`src/rtl/nrd_pkg.sv`:
```
package nrd_pkg;
   localparam int NIB_W  = 4;
   localparam int BYTE_W = 2 * NIB_W;

   typedef enum logic [NIB_W-1:0] {
      OP_ADDR_LO = 4'h0,
      OP_ADDR_HI = 4'h1,
      OP_DATA_LO = 4'h2,
      OP_DATA_WR = 4'h3,
      OP_READ    = 4'h4,
      OP_READ_INC = 4'h5
   } nrd_op_e;

   function automatic logic op_is_read(input logic [NIB_W-1:0] op);
      return (op == OP_READ) || (op == OP_READ_INC);
   endfunction
endpackage

```
`src/rtl/nrd_parser.sv`:
```
module nrd_parser
   import nrd_pkg::*;
(
   input  logic              clk,
   input  logic              rst_n,
   input  logic              accept,
   input  logic [BYTE_W-1:0] cmd_byte,
   output logic [BYTE_W-1:0] addr_q,
   output logic              wr_en,
   output logic [BYTE_W-1:0] wr_data,
   output logic              rd_en
);
   logic [NIB_W-1:0] op;
   logic [NIB_W-1:0] nib;
   logic [NIB_W-1:0] lo_q;

   assign op  = cmd_byte[BYTE_W-1:NIB_W];
   assign nib = cmd_byte[NIB_W-1:0];

   assign wr_en   = accept && (op == OP_DATA_WR);
   assign wr_data = {nib, lo_q};
   assign rd_en   = accept && op_is_read(op);

   always_ff @(posedge clk) begin
      if (!rst_n) begin
         addr_q <= '0;
         lo_q   <= '0;
      end else if (accept) begin
         case (op)
            OP_ADDR_LO:  addr_q[NIB_W-1:0]      <= nib;
            OP_ADDR_HI:  addr_q[BYTE_W-1:NIB_W] <= nib;
            OP_DATA_LO:  lo_q                   <= nib;
            OP_READ_INC: addr_q                 <= addr_q + BYTE_W'(1);
            default: ;
         endcase
      end
   end
endmodule

```
`src/rtl/nrd_regfile.sv`:
```
module nrd_regfile
   import nrd_pkg::*;
#(
   parameter logic [BYTE_W-1:0] ID_VALUE     = 8'hA6,
   parameter logic [BYTE_W-1:0] ID_ADDR      = 8'h00,
   parameter logic [BYTE_W-1:0] SCRATCH_ADDR = 8'h01,
   parameter logic [BYTE_W-1:0] MODE_ADDR    = 8'h02,
   parameter logic [BYTE_W-1:0] STATUS_ADDR  = 8'h03,
   parameter logic [BYTE_W-1:0] POS_BASE     = 8'h10,
   parameter int                POS_W        = 24
) (
   input  logic              clk,
   input  logic              rst_n,
   input  logic [BYTE_W-1:0] addr,
   input  logic              wr_en,
   input  logic [BYTE_W-1:0] wr_data,
   input  logic [BYTE_W-1:0] status_in,
   input  logic [POS_W-1:0]  trig_pos,
   input  logic [POS_W-1:0]  stop_pos,
   output logic [BYTE_W-1:0] rd_data,
   output logic [BYTE_W-1:0] mode_q
);
   localparam int HALF      = POS_W / BYTE_W;
   localparam int POS_BYTES = 2 * HALF;

   logic [BYTE_W-1:0] scratch_q;
   logic [BYTE_W-1:0] pos_b [POS_BYTES];

   if (POS_W % BYTE_W != 0) begin : g_bad_pos
      $error("POS_W must be a whole number of bytes");
   end

   for (genvar i = 0; i < POS_BYTES; i++) begin : g_pos
      if (i < HALF) begin : g_trig
         assign pos_b[i] = trig_pos[BYTE_W*i +: BYTE_W];
      end else begin : g_stop
         assign pos_b[i] = stop_pos[BYTE_W*(i-HALF) +: BYTE_W];
      end
   end

   always_ff @(posedge clk) begin
      if (!rst_n) begin
         scratch_q <= '0;
         mode_q    <= '0;
      end else if (wr_en) begin
         if (addr == SCRATCH_ADDR) scratch_q <= wr_data;
         if (addr == MODE_ADDR)    mode_q    <= wr_data;
      end
   end

   always_comb begin
      rd_data = '0;
      if (addr == ID_ADDR)           rd_data = ID_VALUE;
      else if (addr == SCRATCH_ADDR) rd_data = scratch_q;
      else if (addr == MODE_ADDR)    rd_data = mode_q;
      else if (addr == STATUS_ADDR)  rd_data = status_in;
      else begin
         for (int i = 0; i < POS_BYTES; i++) begin
            if (addr == POS_BASE + i[BYTE_W-1:0]) rd_data = pos_b[i];
         end
      end
   end
endmodule

```
`src/rtl/nrd_rsp_fifo.sv`:
```
module nrd_rsp_fifo #(
   parameter int DEPTH = 4,
   parameter int W     = 8,
   localparam int CW   = $clog2(DEPTH + 1)
) (
   input  logic          clk,
   input  logic          rst_n,
   input  logic          push,
   input  logic [W-1:0]  push_data,
   input  logic          pop,
   output logic [W-1:0]  head,
   output logic          nonempty,
   output logic          full,
   output logic [CW-1:0] cnt
);
   if (DEPTH < 1) begin : g_bad_depth
      $error("DEPTH must be at least 1");
   end

   if (DEPTH == 1) begin : g_single
      logic         v_q;
      logic [W-1:0] d_q;
      always_ff @(posedge clk) begin
         if (!rst_n) v_q <= 1'b0;
         else if (push) v_q <= 1'b1;
         else if (pop) v_q <= 1'b0;
      end
      always_ff @(posedge clk) begin
         if (push) d_q <= push_data;
      end
      assign head = d_q;
      assign cnt  = CW'(v_q);
   end else begin : g_ring
      localparam int PW = $clog2(DEPTH);
      if ((1 << PW) != DEPTH) begin : g_bad_pow2
         $error("DEPTH above 1 must be a power of two");
      end
      logic [W-1:0]  mem [DEPTH];
      logic [PW-1:0] wp, rp;
      logic [CW-1:0] cnt_q;
      always_ff @(posedge clk) begin
         if (!rst_n) begin
            wp    <= '0;
            rp    <= '0;
            cnt_q <= '0;
         end else begin
            if (push) wp <= wp + PW'(1);
            if (pop)  rp <= rp + PW'(1);
            if (push && !pop)      cnt_q <= cnt_q + CW'(1);
            else if (pop && !push) cnt_q <= cnt_q - CW'(1);
         end
      end
      always_ff @(posedge clk) begin
         if (push) mem[wp] <= push_data;
      end
      assign head = mem[rp];
      assign cnt  = cnt_q;
   end

   assign nonempty = (cnt != '0);
   assign full     = (cnt == CW'(DEPTH));
endmodule

```
`src/rtl/nibreg_cmd_decoder.sv`:
```
module nibreg_cmd_decoder
   import nrd_pkg::*;
#(
   parameter int                RSP_DEPTH = 4,
   parameter logic [BYTE_W-1:0] ID_VALUE  = 8'hA6,
   parameter logic [BYTE_W-1:0] POS_BASE  = 8'h10,
   parameter int                POS_W     = 24,
   localparam int               CNT_W     = $clog2(RSP_DEPTH + 1)
) (
   input  logic              clk,
   input  logic              rst_n,
   input  logic              cmd_valid,
   output logic              cmd_ready,
   input  logic [BYTE_W-1:0] cmd_data,
   output logic              rsp_valid,
   input  logic              rsp_ready,
   output logic [BYTE_W-1:0] rsp_data,
   input  logic [BYTE_W-1:0] status_in,
   input  logic [POS_W-1:0]  trig_pos,
   input  logic [POS_W-1:0]  stop_pos,
   output logic [BYTE_W-1:0] mode_out
);
   logic              accept;
   logic              pop;
   logic              full;
   logic              wr_en;
   logic              rd_en;
   logic [BYTE_W-1:0] addr_q;
   logic [BYTE_W-1:0] wr_data;
   logic [BYTE_W-1:0] rd_data;
   logic [CNT_W-1:0]  rsp_cnt;

   assign cmd_ready = !full;
   assign accept    = cmd_valid && cmd_ready;
   assign pop       = rsp_valid && rsp_ready;

   nrd_parser u_parser (
      .clk      (clk),
      .rst_n    (rst_n),
      .accept   (accept),
      .cmd_byte (cmd_data),
      .addr_q   (addr_q),
      .wr_en    (wr_en),
      .wr_data  (wr_data),
      .rd_en    (rd_en)
   );

   nrd_regfile #(
      .ID_VALUE (ID_VALUE),
      .POS_BASE (POS_BASE),
      .POS_W    (POS_W)
   ) u_regs (
      .clk       (clk),
      .rst_n     (rst_n),
      .addr      (addr_q),
      .wr_en     (wr_en),
      .wr_data   (wr_data),
      .status_in (status_in),
      .trig_pos  (trig_pos),
      .stop_pos  (stop_pos),
      .rd_data   (rd_data),
      .mode_q    (mode_out)
   );

   nrd_rsp_fifo #(
      .DEPTH (RSP_DEPTH),
      .W     (BYTE_W)
   ) u_rsp (
      .clk       (clk),
      .rst_n     (rst_n),
      .push      (rd_en),
      .push_data (rd_data),
      .pop       (pop),
      .head      (rsp_data),
      .nonempty  (rsp_valid),
      .full      (full),
      .cnt       (rsp_cnt)
   );
endmodule

```
`config.mk`:
```
export PLATFORM = sky130hd
export DESIGN_NAME = nibreg_cmd_decoder
export DESIGN_NICKNAME = d
export VERILOG_FILES = /design/src/rtl/nrd_pkg.sv /design/src/rtl/nrd_parser.sv /design/src/rtl/nrd_regfile.sv /design/src/rtl/nrd_rsp_fifo.sv /design/src/rtl/nibreg_cmd_decoder.sv
export SDC_FILE = /design/constraint.sdc
export NUM_CORES = 1
export LEC_CHECK = 0
export ABC_AREA = 1
export BUFFER_PORTS_ARGS = -buffer_cell sky130_fd_sc_hd__buf_2
export CAP_MARGIN = 20
export CORE_MARGIN = 3
export CORE_UTILIZATION = 54
export CTS_CLUSTER_DIAMETER = 80
export DETAILED_ROUTE_END_ITERATION = 16
export PLACE_DENSITY_LB_ADDON = 0.2
export SKIP_LAST_GASP = 1
export SYNTH_ARGS = -nofsm -noshare
export SYNTH_HDL_FRONTEND = slang
export SYNTH_SLANG_ARGS = --single-unit
```
`constraint.sdc`:
```
create_clock -name clk -period 2.2 [get_ports clk]
set_input_delay 0.44 -clock clk [delete_from_list [all_inputs] [get_ports clk]]
set_output_delay 0.44 -clock clk [all_outputs]
set_load 0.01 [all_outputs]
```
==> impl_metrics.tcl <==
set metrics [dict create \
    setup_total_negative_slack_ns 0 \
    drt-wirelength-per-cell_um 13.6 \
    antennaDiodeCount 0 \
    max_cap_viols 0 \
    post-route-drc-count 0 \
    worst_slack_ns 0.165 \
    power.static_leakage_nw 1.96 \
    std_cell_rows 29 \
    cts.clk_slew.worst_paths_ns 0.07 \
    clockRootBuffer "sky130_fd_sc_hd__clkbuf_8" \
    unrepaired_setup_endpoints_after_global_routing "yes" \
    fp.coreArea_um2 6530 \
    post_cts_resize_count 0 \
    drt_first_pass_iters 5 \
    critPathKind "register to register" \
    design_power_total_mw 3.17 \
    slew_viol_final 0 \
    worst_hold_startpoint "cmd_data[2]" \
    place.gp.congestion 0.893 \
    share_of_post_route_cells_with_drive_strength_above_1_pct 25.0 \
    cp_data_required_time_ns 2.26 \
    dp_hpwl_um 6820 \
    synth_top_area_share_pct 25.7 \
    ys_seq_elements 69 \
    netlist.top_cell.by_area "sky130_fd_sc_hd__edfxtp_1" \
    outcome "completed" \
    floorplan.die.height_um 89.1 \
    grt_util_met1_pct 30.1 \
    design.portCount 86 \
    final_setup_vio_count 0 \
    timing.critical_path.from "u_parser.addr_q[0]" \
    finalWirelength_um 8950 \
    synth_cells 479 \
    synthDistinctLibCells 36 \
    ys_async_sr_fraction_pct 0 \
    cts_max_path_buffers 2 \
    cells_taking_the_most_area_after_synthesis "sky130_fd_sc_hd__edfxtp_1, sky130_fd_sc_hd__dfxtp_1, sky130_fd_sc_hd__nand2_1, sky130_fd_sc_hd__nor2_1, sky130_fd_sc_hd__o21ai_0" \
    syn-cell-area_um2 3730 \
    cts.sink_count 69 \
    grt_max_degree 34 \
    io_buffers 85 \
    synthesis.area_per_instance_um2 7.79 \
    max_freq_ghz 0.491 \
    fin_crit_sh_pct 92.5 \
    fin_skew_ns 0.00773 \
    antenna_found_initial 0 \
    cts_setup_buffers 0 \
    grt_util_all_layers_pct 23.0 \
    insertion_delay_of_the_later_clocked_pin_in_the_worst_skew_pair_ns 0.33 \
    postSynth.topFlopCell "sky130_fd_sc_hd__dfxtp_1" \
    synth_edf_count 32 \
    first_iter_violations 150 \
    worst_pin_slew_ns 0.467 \
    initial_core_util_pct 57.1 \
    first_global_vias 3202 \
    critPathArrivalTime_ns 2.10 \
    post-route-util_pct 68.5 \
    peakVddDrop_uv 518 \
    clock_tree.htree_level_count 3 \
    critical_path.startpoint_type "register" \
    min_path_type "primary input to register" \
    cts_made_buffers 9 \
    end_kind "register" \
    grt_most_used_layer "met2" \
    horiz_die_dim_um 89.1 \
    hold_violations 0 \
    globalRoute.totalOverflow 0 \
    vias 3502 \
    wire_length_of_the_first_global_routing_pass_um 14200 \
    route.antenna.remaining_nets 0 \
    timing.max_slew.rel_slack_pct 68.9 \
    synthesis.yosys.warnings 0 \
    layout_min_cycle_time_ns 2.04 \
    preCtsSetupSlack_ns 0.182 \
    synth_sequential_area_ratio_pct 45.6 \
    syn-num-nets 557 \
    design.final.nets 656 \
    cts_hold_buffers 0 \
    cts_tree "done" \
    syn_to_final_growth_pct 19.8 \
    worst-path-max-fanout 15 \
    vias_per_cell 5.31 \
    grtUsageMet3_pct 4.15 \
    rr_startpoint "u_parser.addr_q[0]" \
    cellPowerDensity_nw_per_um2 709 \
    gr-usage-met2_pct 39.1 \
    fp.dieArea_um2 7950 \
]
## Yosys cell counts, types with 6 or more instances
master and n:
sky130_fd_sc_hd__nand2_1 85, sky130_fd_sc_hd__inv_1 43, sky130_fd_sc_hd__ha_1 9, sky130_fd_sc_hd__o21ai_0 55, sky130_fd_sc_hd__o22ai_1 8, sky130_fd_sc_hd__a21oi_1 23, sky130_fd_sc_hd__nand3_1 32, sky130_fd_sc_hd__edfxtp_1 32
sky130_fd_sc_hd__clkbuf_1 6, sky130_fd_sc_hd__dfxtp_1 37, sky130_fd_sc_hd__inv_2 9, sky130_fd_sc_hd__nor2_1 85
## cell type report
type | instances | area (um^2)
Clock buffer | 10 | 128
Clock inverter | 6 | 40.0
Fill cell | 563 | 2060
Inverter | 52 | 195
Multi-Input combinational cell | 349 | 1800
Sequential cell | 69 | 1700
Tap cell | 77 | 96.3
Timing Repair Buffer | 97 | 515
## layer usage
layer / up-vias / part of all wire, %
met1: 1592 / 45
li1: 1795 / -
met4: 0 / 1.1
met2: 106 / 48
met5: - / 0
met3: 9 / 5.1
## registers in the layout (all words and copies together) (netlist names), named ones only
name	flops
u_regs.mode_q	8
u_rsp.g_ring.mem	32
u_parser.addr_q	8
u_rsp.cnt	3
u_rsp.g_ring.wp	2
u_parser.lo_q	4
u_regs.scratch_q	8
u_rsp.g_ring.rp	2
## critical path, cell delays in order, from the launching register on
cell                       delay [ns]
sky130_fd_sc_hd__dfxtp_1         0.39
sky130_fd_sc_hd__inv_1           0.10
sky130_fd_sc_hd__ha_1            0.20
sky130_fd_sc_hd__nand2_1         0.12
sky130_fd_sc_hd__nor2_4          0.06
sky130_fd_sc_hd__inv_2           0.21
sky130_fd_sc_hd__nand3_1         0.15
sky130_fd_sc_hd__o211ai_2        0.08
sky130_fd_sc_hd__nand3_1         0.09
sky130_fd_sc_hd__nand2_1         0.06
sky130_fd_sc_hd__nand3_1         0.11
sky130_fd_sc_hd__nand2_1         0.09
sky130_fd_sc_hd__nand2_1         0.11
## placed cells by master (no fill, tap or decap), types with 2 or more instances in the layout
cell type | Yosys | layout
sky130_fd_sc_hd__nor2_1 | 85 | 85
sky130_fd_sc_hd__o211ai_2 | 4 | 4
sky130_fd_sc_hd__clkinvlp_4 | 0 | 3
sky130_fd_sc_hd__nand3_2 | 2 | 2
sky130_fd_sc_hd__inv_2 | 9 | 9
sky130_fd_sc_hd__nor2_4 | 4 | 4
sky130_fd_sc_hd__or2_0 | 4 | 4
sky130_fd_sc_hd__nor3_1 | 3 | 3
sky130_fd_sc_hd__nand2_2 | 3 | 3
sky130_fd_sc_hd__a31oi_1 | 5 | 5
sky130_fd_sc_hd__dfxtp_1 | 37 | 37
sky130_fd_sc_hd__edfxtp_1 | 32 | 32
sky130_fd_sc_hd__xor2_1 | 4 | 4
sky130_fd_sc_hd__inv_1 | 43 | 43
sky130_fd_sc_hd__nand2_1 | 85 | 85
sky130_fd_sc_hd__buf_2 | 2 | 85
sky130_fd_sc_hd__nor2_2 | 5 | 5
sky130_fd_sc_hd__buf_4 | 0 | 12
sky130_fd_sc_hd__clkbuf_8 | 0 | 9
sky130_fd_sc_hd__ha_1 | 9 | 9
sky130_fd_sc_hd__o22ai_1 | 8 | 8
sky130_fd_sc_hd__a21oi_1 | 23 | 22
sky130_fd_sc_hd__nand4_1 | 3 | 3
sky130_fd_sc_hd__o21ai_0 | 55 | 54
sky130_fd_sc_hd__a311oi_1 | 2 | 2
sky130_fd_sc_hd__nand3_1 | 32 | 32
sky130_fd_sc_hd__a21oi_2 | 3 | 4
## kinds of logic (layout without fill, tap and decap cells)
family / after synthesis / after routing / share of synthesized area, %
AOI/OAI and AO/OA: 103 / 103 / 15.8
buffers and inverters: 61 / 165 / 6.40
and+or+nand+nor: 232 / 232 / 27.7
DFF: 69 / 69 / 45.6
adders and majority gates: 10 / 10 / 3.55
xor gates and xnor gates: 4 / 4 / 0.939
## stage by stage
stage	hold slack [ns]	area [um^2]	cells
final	0.391	4470	660
after global routing	0.406	4470	660
after CTS	0.384	4470	660
after detailed placement	0.463	4300	644
after floorplan	0.436	3730	479
after global placement	0.451	4300	644
## power breakdown
part | internal, mW | switching [mW]
Combinational | 0.300 | 0.502
Clock | 0.407 | 0.473
Sequential | 1.43 | 0.0595
Total | 2.14 | 1.03
## path summary, 6_finish.rpt
| kind | endpoint | slack [ns] | depth (start not counted) |
|---|---|---|---|
| setup / recovery | u_rsp.g_ring.mem[0][2] | 0.16 | 12 |
| hold / removal | u_parser.lo_q[2] | 0.39 | 3 |
| setup reg to reg | u_rsp.g_ring.mem[0][2] | 0.16 | 12 |
| hold reg to reg | u_rsp.g_ring.rp[1] | 0.47 | 2 |
Power figures use the tool's default switching activity.
